[src/rtl/sci_tx_pkg.sv]
package sci_tx_pkg;

  // Kind of frame offered to the shift register.
  typedef enum logic [1:0] {
    FK_NONE = 2'd0,
    FK_DATA = 2'd1,
    FK_PRE  = 2'd2,
    FK_BRK  = 2'd3
  } frame_kind_e;

endpackage

[src/rtl/sci_tx_bitclk.sv]
module sci_tx_bitclk #(
  parameter int DIV_W = 12
) (
  input  logic             clk,
  input  logic             rst_n,
  input  logic [DIV_W-1:0] div,
  output logic             tick
);

  logic [DIV_W-1:0] cnt_q;

  assign tick = (cnt_q == '0);

  always_ff @(posedge clk) begin
    if (!rst_n)    cnt_q <= '0;
    else if (tick) cnt_q <= div;
    else           cnt_q <= cnt_q - DIV_W'(1);
  end

  // with a divider above zero, two ticks are never adjacent
  a_r4_tick_gap: assert property (@(posedge clk) disable iff (!rst_n)
    (tick && div != '0 && $stable(div)) |=> !tick);

endmodule

[src/rtl/sci_tx_shifter.sv]
module sci_tx_shifter
  import sci_tx_pkg::*;
#(
  parameter int FW = 11,
  parameter int LW = $clog2(FW + 1)
) (
  input  logic          clk,
  input  logic          rst_n,
  input  logic          tick,
  input  logic          req,
  input  frame_kind_e   req_kind,
  input  logic [FW-1:0] req_frame,
  input  logic [LW-1:0] req_len,
  output logic          take,
  output logic          done,
  output logic          busy,
  output logic          txd
);

  logic [FW-1:0] sh_q;
  logic [LW-1:0] rem_q;      // bits still on the line, current one included
  logic          txd_q;
  logic          brk_last_q; // last frame sent was a break
  logic          last_bit;
  logic          tail_need;
  logic          at_end;

  always_comb begin
    last_bit  = (rem_q == LW'(1));
    at_end    = tick && (last_bit || rem_q == '0);
    tail_need = brk_last_q && last_bit && !(req && req_kind == FK_BRK);
    take      = at_end && req && !tail_need;
    done      = tick && last_bit && !take && !tail_need;
  end

  assign busy = (rem_q != '0);
  assign txd  = txd_q;

  always_ff @(posedge clk) begin
    if (!rst_n) begin
      sh_q       <= '0;
      rem_q      <= '0;
      txd_q      <= 1'b1;
      brk_last_q <= 1'b0;
    end else if (take) begin
      txd_q      <= req_frame[0];
      sh_q       <= req_frame >> 1;
      rem_q      <= req_len;
      brk_last_q <= (req_kind == FK_BRK);
    end else if (tick && tail_need) begin
      txd_q      <= 1'b1;          // one stop bit after a break
      rem_q      <= LW'(1);
      brk_last_q <= 1'b0;
    end else if (tick && rem_q > LW'(1)) begin
      txd_q <= sh_q[0];
      sh_q  <= sh_q >> 1;
      rem_q <= rem_q - LW'(1);
    end else if (tick && last_bit) begin
      txd_q <= 1'b1;
      rem_q <= '0;
    end
  end

  // the line only changes on a bit boundary
  a_r4_line_steady: assert property (@(posedge clk) disable iff (!rst_n)
    !tick |=> $stable(txd_q));

  // an idle shifter leaves the line high
  a_r6_idle_high: assert property (@(posedge clk) disable iff (!rst_n)
    (rem_q == '0) |-> txd_q);

  // a break that is not continued is followed by a high bit
  a_r8_break_stop: assert property (@(posedge clk) disable iff (!rst_n)
    (brk_last_q && tick && last_bit && !(req && req_kind == FK_BRK)) |=> txd_q);

endmodule

[src/rtl/sci_tx_ctl.sv]
module sci_tx_ctl
  import sci_tx_pkg::*;
#(
  parameter int DW = 8,
  parameter int FW = DW + 3,
  parameter int LW = $clog2(FW + 1)
) (
  input  logic          clk,
  input  logic          rst_n,
  input  logic          wr_valid,
  input  logic [DW-1:0] wr_data,
  output logic          wr_ready,
  input  logic          stat_rd,
  input  logic          tx_en,
  input  logic          brk_req,
  input  logic          len9,
  input  logic          bit8,
  input  logic          take,
  input  logic          done,
  input  logic          busy,
  output logic          req,
  output frame_kind_e   kind,
  output logic [FW-1:0] frame,
  output logic [LW-1:0] flen,
  output logic          tdre,
  output logic          tc
);

  logic [DW-1:0] hold_q;
  logic          hold_full_q;
  logic          en_q;
  logic          pend_pre_q;
  logic          armed_q;
  logic          tdre_q;
  logic          tc_q;
  logic          wr_fire;
  logic          en_rise;
  logic          move_data;
  logic          move_pre;

  always_comb begin
    en_rise  = tx_en && !en_q;
    wr_ready = !hold_full_q;
    wr_fire  = wr_valid && wr_ready;
    // preamble, then break, then held data
    if (!tx_en)                       kind = FK_NONE;
    else if (pend_pre_q || en_rise)   kind = FK_PRE;
    else if (brk_req)                 kind = FK_BRK;
    else if (hold_full_q)             kind = FK_DATA;
    else                              kind = FK_NONE;
    req       = (kind != FK_NONE);
    move_data = take && (kind == FK_DATA);
    move_pre  = take && (kind == FK_PRE);
  end

  // Frame image, sent from bit 0 upward
  always_comb begin
    case (kind)
      FK_BRK:  frame = '0;
      FK_DATA: frame = len9 ? {1'b1, bit8, hold_q, 1'b0}
                            : {1'b0, 1'b1, hold_q, 1'b0};
      default: frame = '1;
    endcase
    flen = len9 ? LW'(DW + 3) : LW'(DW + 2);
  end

  always_ff @(posedge clk) begin
    if (!rst_n) begin
      hold_q      <= '0;
      hold_full_q <= 1'b0;
      en_q        <= 1'b0;
      pend_pre_q  <= 1'b0;
      armed_q     <= 1'b0;
      tdre_q      <= 1'b1;
      tc_q        <= 1'b1;
    end else begin
      en_q <= tx_en;

      if (!tx_en)        pend_pre_q <= 1'b0;
      else if (move_pre) pend_pre_q <= 1'b0;
      else if (en_rise)  pend_pre_q <= 1'b1;

      if (move_data) hold_full_q <= 1'b0;
      else if (wr_fire) begin
        hold_full_q <= 1'b1;
        hold_q      <= wr_data;
      end

      if (wr_fire)      armed_q <= 1'b0;
      else if (stat_rd) armed_q <= 1'b1;

      if (move_data)               tdre_q <= 1'b1;
      else if (wr_fire && armed_q) tdre_q <= 1'b0;

      if (done || (!tx_en && !busy)) tc_q <= 1'b1;
      else if (wr_fire && armed_q)   tc_q <= 1'b0;
    end
  end

  assign tdre = tdre_q;
  assign tc   = tc_q;

  // moving a character into the shift register raises the empty flag
  a_r3_tdre_on_move: assert property (@(posedge clk) disable iff (!rst_n)
    move_data |=> tdre_q);

  // a held character stays put until it is moved
  a_r2_hold_kept: assert property (@(posedge clk) disable iff (!rst_n)
    (hold_full_q && !move_data) |=> (hold_full_q && $stable(hold_q)));

  // a stopped, idle transmitter reports completion
  a_r6_tc_when_stopped: assert property (@(posedge clk) disable iff (!rst_n)
    (!tx_en && !busy) |=> tc_q);

endmodule

[src/rtl/sci_tx_dbuf.sv]
module sci_tx_dbuf
  import sci_tx_pkg::*;
#(
  parameter int DW    = 8,
  parameter int DIV_W = 12
) (
  input  logic             clk,
  input  logic             rst_n,
  input  logic             wr_valid,
  output logic             wr_ready,
  input  logic [DW-1:0]    wr_data,
  input  logic             stat_rd,
  input  logic             tx_en,
  input  logic             brk_req,
  input  logic             len9,
  input  logic             bit8,
  input  logic             ie_empty,
  input  logic             ie_done,
  input  logic [DIV_W-1:0] baud_div,
  output logic             txd,
  output logic             tdre,
  output logic             tc,
  output logic             irq
);

  localparam int FW = DW + 3;
  localparam int LW = $clog2(FW + 1);

  logic          tick;
  logic          req;
  frame_kind_e   kind;
  logic [FW-1:0] frame;
  logic [LW-1:0] flen;
  logic          take;
  logic          done;
  logic          busy;

  sci_tx_bitclk #(.DIV_W(DIV_W)) u_bitclk (
    .clk  (clk),
    .rst_n(rst_n),
    .div  (baud_div),
    .tick (tick)
  );

  sci_tx_ctl #(.DW(DW), .FW(FW), .LW(LW)) u_ctl (
    .clk     (clk),
    .rst_n   (rst_n),
    .wr_valid(wr_valid),
    .wr_data (wr_data),
    .wr_ready(wr_ready),
    .stat_rd (stat_rd),
    .tx_en   (tx_en),
    .brk_req (brk_req),
    .len9    (len9),
    .bit8    (bit8),
    .take    (take),
    .done    (done),
    .busy    (busy),
    .req     (req),
    .kind    (kind),
    .frame   (frame),
    .flen    (flen),
    .tdre    (tdre),
    .tc      (tc)
  );

  sci_tx_shifter #(.FW(FW), .LW(LW)) u_shift (
    .clk      (clk),
    .rst_n    (rst_n),
    .tick     (tick),
    .req      (req),
    .req_kind (kind),
    .req_frame(frame),
    .req_len  (flen),
    .take     (take),
    .done     (done),
    .busy     (busy),
    .txd      (txd)
  );

  assign irq = (tdre && ie_empty) || (tc && ie_done);

endmodule

[config.mk]
export PLATFORM = sky130hd
export DESIGN_NAME = sci_tx_dbuf
export DESIGN_NICKNAME = d
export VERILOG_FILES = /design/src/rtl/sci_tx_pkg.sv /design/src/rtl/sci_tx_bitclk.sv /design/src/rtl/sci_tx_shifter.sv /design/src/rtl/sci_tx_ctl.sv /design/src/rtl/sci_tx_dbuf.sv
export SDC_FILE = /design/constraint.sdc
export NUM_CORES = 1
export LEC_CHECK = 0
export BUFFER_PORTS_ARGS = -buffer_cell sky130_fd_sc_hd__buf_2
export CAP_MARGIN = 20
export CORE_MARGIN = 2
export CORE_UTILIZATION = 45
export DETAILED_ROUTE_END_ITERATION = 10
export PLACE_DENSITY_LB_ADDON = 0.25
export SYNTH_ARGS = -nofsm -noshare
export SYNTH_HDL_FRONTEND = slang
export SYNTH_SLANG_ARGS = --single-unit
[constraint.sdc]
create_clock -name clk -period 2.5 [get_ports clk]
set_clock_uncertainty 0.2 [all_clocks]
set_input_delay 0.125 -clock clk [delete_from_list [all_inputs] [get_ports clk]]
set_output_delay 0.125 -clock clk [all_outputs]
set_load 0.05 [all_outputs]
### After elaboration in Yosys (flattened, before gate mapping)

Cells that the tools add are included.

| word-level totals | value |
|---|---|
| flip-flop bits (word level) | 42 |
| word-level logic and storage cells | 87 |

| cells by class | value |
|---|---|
| add/subtract/negate cells | 2 |
| $lt $le $gt $ge | 1 |
| equality and inequality tests | 5 |
| mux-type cells | 21 |
| bitwise gates (word level) | 3 |
| reduce and logical (&&, ||, !) cells | 43 |

Operators by type and width:

| cell | number |
|---|---|
| $mux W10 | 3 |
| $pmux W11 S2 | 1 |
| $logic_and A1 B1 Y1 | 19 |
| $mux W4 | 4 |
| $logic_not A12 Y1 | 1 |
| $mux W12 | 1 |
| $sub A12 B1 Y12 const B | 1 |
| $mux W11 | 1 |
| $mux W1 | 8 |
| $reduce_bool A4 Y1 | 2 |
| $logic_not A1 Y1 | 7 |
| $mux W2 | 3 |
| $reduce_bool A2 Y1 | 3 |
| $reduce_or A2 Y1 | 3 |
| $eq A2 B2 Y1 const B | 2 |
| $eq A4 B1 Y1 const B | 1 |
| $gt A4 B1 Y1 const B | 1 |
| $logic_not A4 Y1 | 1 |
| $logic_or A1 B1 Y1 | 4 |
| $reduce_and A2 Y1 | 2 |
| $sub A4 B1 Y4 const B | 1 |
| $not A1 Y1 | 3 |
| $reduce_or A3 Y1 | 1 |
| $eq A2 B1 Y1 const B | 1 |
| $ne A2 B2 Y1 const B | 1 |

### Logic depth before layout (Yosys ltp)

| depth | value |
|---|---|
| word-level depth | 16 |
| depth in mapped cells | 8 |

### By module

A second synthesis with hierarchy kept.

| unflattened totals | value |
|---|---|
| cells, all modules | 273 |
| area total of the unflattened synthesis | 2270.9 um^2 |

Modules (own cells, without submodules):

| module | instances | cells an instance | area an instance (um^2) | sequential area each (um^2) |
|---|---|---|---|---|
| sci_tx_shifter | 1 | 104 | 892.1 | 320.3 |
| sci_tx_ctl | 1 | 94 | 721.9 | 280.3 |
| sci_tx_bitclk | 1 | 74 | 648.1 | 240.2 |
| sci_tx_dbuf | 1 | 1 | 8.8 | 0.0 |

### Least setup slack after synthesis

OpenSTA, ideal clock, no wires.

| path | value |
|---|---|
| path type | reg2reg |
| start point | register u_bitclk.cnt_q[0] |
| end point | register u_shift.sh_q[0] |
| setup time | 0.147 ns |
| arrival time | 1.775 ns |
| data required time | 2.153 ns |
| setup slack | 0.379 ns |
| cell stages (with the launch flop) | 9 |
| buffers on the path | 1 |
| clock period less this slack | 2.121 ns |
| cell sequence | dfxtp_1 > inv_1 > ha_1 > nor3b_1 > nand4b_4 > or3_1 > buf_2 > nand2_1 > a31oi_1 |

| on the way | value |
|---|---|
| longest elaborated chain between the ends | 6 |

RTL lines:

| element | RTL line | text |
|---|---|---|
| start: declaration | sci_tx_bitclk.sv:10 | `logic [DIV_W-1:0] cnt_q;` |
| start signal: assignment | sci_tx_bitclk.sv:16 | `else if (tick) cnt_q <= div;` |
| start signal: assignment | sci_tx_bitclk.sv:17 | `else cnt_q <= cnt_q - DIV_W'(1);` |
| $logic_not A12 Y1 (*) | sci_tx_bitclk.sv:12 | `assign tick = (cnt_q == '0);` |
| $logic_and A1 B1 Y1 | sci_tx_shifter.sv:30 | `at_end = tick && (last_bit \|\| rem_q == '0);` |
| $logic_and A1 B1 Y1 (2 in a row) | sci_tx_shifter.sv:32 | `take = at_end && req && !tail_need;` |
| $ne A2 B2 Y1 (no line) / $reduce_bool A2 Y1 (equally long branches) | -- |  |
| $reduce_and A2 Y1 (no line) | -- |  |
| end signal: assignment | sci_tx_shifter.sv:47 | `sh_q <= req_frame >> 1;` |
| end signal: assignment | sci_tx_shifter.sv:56 | `sh_q <= sh_q >> 1;` |
| end: declaration | sci_tx_shifter.sv:20 | `logic [FW-1:0] sh_q;` |

Every way passes the cells marked *; elsewhere a longest branch is shown, timed or not.
A chain may end at the register's enable or synchronous reset.

### Final worst setup path

| path | value |
|---|---|
| start point | register u_bitclk.cnt_q[0] |
| end point | register u_ctl.pend_pre_q |

| on the way | value |
|---|---|
| longest elaborated chain between the ends | 6 |

RTL lines:

| element | RTL line | text |
|---|---|---|
| $logic_not A12 Y1 | sci_tx_bitclk.sv:12 |  |
| $logic_and A1 B1 Y1 | sci_tx_shifter.sv:30 |  |
| $logic_and A1 B1 Y1 (2 in a row) | sci_tx_shifter.sv:32 |  |
| $logic_and A1 B1 Y1 | sci_tx_ctl.sv:53 | `move_pre = take && (kind == FK_PRE);` |
| $reduce_or A3 Y1 (no line) | -- |  |
| end signal: assignment | sci_tx_ctl.sv:72 | `pend_pre_q <= 1'b0;` |
| end signal: assignment | sci_tx_ctl.sv:79 | `if (!tx_en) pend_pre_q <= 1'b0;` |
| end signal: assignment | sci_tx_ctl.sv:80 | `else if (move_pre) pend_pre_q <= 1'b0;` |
| end: declaration | sci_tx_ctl.sv:32 | `logic pend_pre_q;` |

Every way passes these cells.

==> reports/metrics.yaml <==
outcome: "finished, final reports clean"
synth_mux_area_share_pct: 0.967
chipWidth_um: 71.8
finalWorstSetupSlack_ps: 147
p_comb_share_pct: 42.9
clk_pin_slew_ps: 80
drv_slew: 0
die_h_um: 71.8
yosysTopAreaCell: "dfxtp_1"
power_leakage_uw: 0.00110
synth_compound_area_share_pct: 23.4
startpoint_type: "flip-flop"
ys_warn_count: 0
top_layer: "met4"
diodes: 0
ys_ff_latch: 42
nets: 339
p_int_uw: 1520
synth.yosys.seq_area_share_pct: 40.6
period_minus_slack_ps: 2350
syn_to_final_growth_pct: 26.8
crit_buf_inv: 1
worstPathArrival_ps: 2350
critPathKind: "reg2reg"
place_congestion: 0.788
post_cts_resize_count: 0
final_layout_size_suffix_gt1_share_pct: 19.5
final_util_pct: 59.9
wl_um: 4560
clock_latency_ps: 300
cts_buffers: 5
p_clk_share_pct: 17.8
cp.required_ps: 2500
core_area_sq_um: 4380
drt_iter0_drc: 59
clockBufferDepth: 2
post-cts-setup-buffer-count: 0
clock.fmax_ghz: 0.425
drt-pass1-iter-count: 4
wl_met1_um: 2320
dr_wl_met2_um: 2050
endpoint_kind: "flip-flop"
drv_cap: 0
synthTopCellsByCount: "nand2_1, dfxtp_1, o21ai_0, nor2_1, a31oi_1"
cts_root_buffer: "clkbuf_8"
path_max_fanout: 10
switching_power_uw: 950
hold_buffers: 23
syn_inst: 244
synth_edf_count: 0
track_usage_pct: 19.3
finalSetupTns_ps: 0
synth-simple-area-share_pct: 26.1
grt_overflow: 0
wl_per_cell_um: 12.7
worst_path_max_delay_cell: "or3_1"
power_density_nw_per_um2: 942
fin_crit_sh_pct: 94.1
ir_worst_vdd_mv: 0.542
port_buffers: 34
yosysMostFrequentCell: "nand2_1"
synth.distinct_cells: 53
detail-route-antenna-nets: 0
antenna_found_initial: 0
synthArstFlopShare_pct: 0
place_hpwl_um: 3080
slew_headroom_pct: 57.1
switching_share_pct: 38.4
synth_fa_ha_area_share_pct: 1.81
initial_core_util_pct: 47.2
seqPwrFrac_pct: 39.2
max_stage_delay_ps: 590
synth_top_area_share_pct: 40.6
dp_slack_ps: 165
grt_pass1_wl_um: 8020
met3WireLength_um: 144
hp-class: "in2reg"
synthFlopType: "dfxtp_1"
cts.sinks: 42
route.vias.total: 1912
cts_max_level: 2
drc: 0
netlist_area_sq_um: 2070
worst_pin_slew_ps: 627
finalSetupViolCount: 0
rsz0062_at_grt: "false"
cts_tree: "done"
syn_avg_cell_area_sq_um: 8.48
synth_top_family_by_area: "simple AND/OR/NAND/NOR gates"
synth_xor_area_share_pct: 2.54
finalHoldViolCount: 0
crit_chain: "inv_1 > ha_1 > nor3b_1 > nand4b_4 > or3_1 > and3b_1"
io_pins: 35
die_area_sq_um: 5160
grt_max_degree: 24
synth_fp_nets: 277
vias_per_cell: 5.33
fill_cells: 408
finalPower_uw: 2470
num_rows: 24
path_delay_family: "simple AND/OR/NAND/NOR gates"
grt_pass1_vias: 1811
synth_area_leaders: "dfxtp_1, nand2_1, o21ai_0, a31oi_1, a21boi_0"
metal layers:
| layer | vias up | GRT usage [%] |
|---|---|---|
| li1 | 997 | - |
| met3 | 6 | 5.06 |
| met1 | 884 | 26.2 |
| met4 | 0 | 5.45 |
| met2 | 25 | 30.5 |
| met5 | - | 0 |
final cells by class:
class | count | area (sq um) | share of cell area, %
Inverter | 8 | 30.0 | 1.14
Clock inverter | 2 | 13.8 | 0.524
Tap cell | 52 | 65.1 | 2.48
Multi-Input combinational cell | 183 | 1130 | 43.2
Timing Repair Buffer | 66 | 468 | 17.8
Sequential cell | 42 | 841 | 32.0
Clock buffer | 6 | 72.6 | 2.76
kinds of logic after synthesis:
group,after synthesis
and+or+nand+nor,100
buffers and inverters,19
adders and majority gates,3
muxes,2
xor gates and xnor gates,6
DFF,42
AOI/OAI and AO/OA,72
cell usage in the layout, fill, tap and decap left out, types with 2 or more instances in the layout:
cell type,synthesis,final
nor2_1,16,16
or3_1,2,2
and4b_1,3,3
nor3b_1,2,2
and2_1,5,5
dlygate4sd3_1,0,23
dfxtp_1,42,42
o21ai_0,20,20
nor2b_1,3,3
a21oi_1,9,9
mux2i_1,2,2
buf_4,1,9
xnor2_1,4,4
nand3b_1,3,3
clkbuf_8,1,5
o211ai_1,2,2
ha_1,3,3
a31oi_1,11,11
or2_2,2,2
inv_1,8,8
a21boi_0,9,9
nand2_1,48,48
o31ai_1,2,2
xor2_1,2,2
nand3_1,2,2
o211a_1,6,6
and3b_1,2,2
nor4_2,2,2
buf_2,1,34
worst reg2reg max path: cells and delay by family (launching register included):
kind | cells | cell delay, ps
simple gates | 4 | 1460
flops | 1 | 320
fa+ha+maj | 1 | 210
buf+inv | 1 | 60
through the flow:
stage / cells / area [sq um] / hold slack [ps]
6_report: 359 / 2630 / 51.9
5_1_grt: 359 / 2630 / 80.8
4_1_cts: 359 / 2630 / 49.7
3_5_place_dp: 328 / 2310 / 168
3_3_place_gp: 328 / 2310 / 165
2_1_floorplan: 244 / 2070 / 63.7
flip-flops by register name, summed over array words and instances, names as in the netlist:
register	count
u_ctl.armed_q	1
u_shift.txd	1
u_ctl.hold_full_q	1
u_ctl.pend_pre_q	1
u_ctl.tc	1
u_ctl.tdre	1
u_bitclk.cnt_q	12
u_ctl.en_q	1
u_shift.brk_last_q	1
u_shift.rem_q	4
u_ctl.hold_q	8
u_shift.sh_q	10
worst paths after layout:
kind / start / end / slack [ps] / cells after the start
setup / recovery: u_bitclk.cnt_q[0] / u_ctl.pend_pre_q / 150 / 6
hold / removal: rst_n / u_shift.sh_q[4] / 50 / 3
setup reg to reg: u_bitclk.cnt_q[0] / u_ctl.pend_pre_q / 150 / 6
hold reg to reg: u_ctl.hold_q[5] / u_ctl.hold_q[5] / 260 / 2
power groups by stage:
stage	Sequential [uW]	Combinational, uW	Clock [uW]
finish	970	1060	441
global route	995	1200	484
CTS	968	1060	453
detailed placement	981	1030	0
global placement	979	1020	0
floorplan	961	817	0
Power figures use the tool's default switching activity.
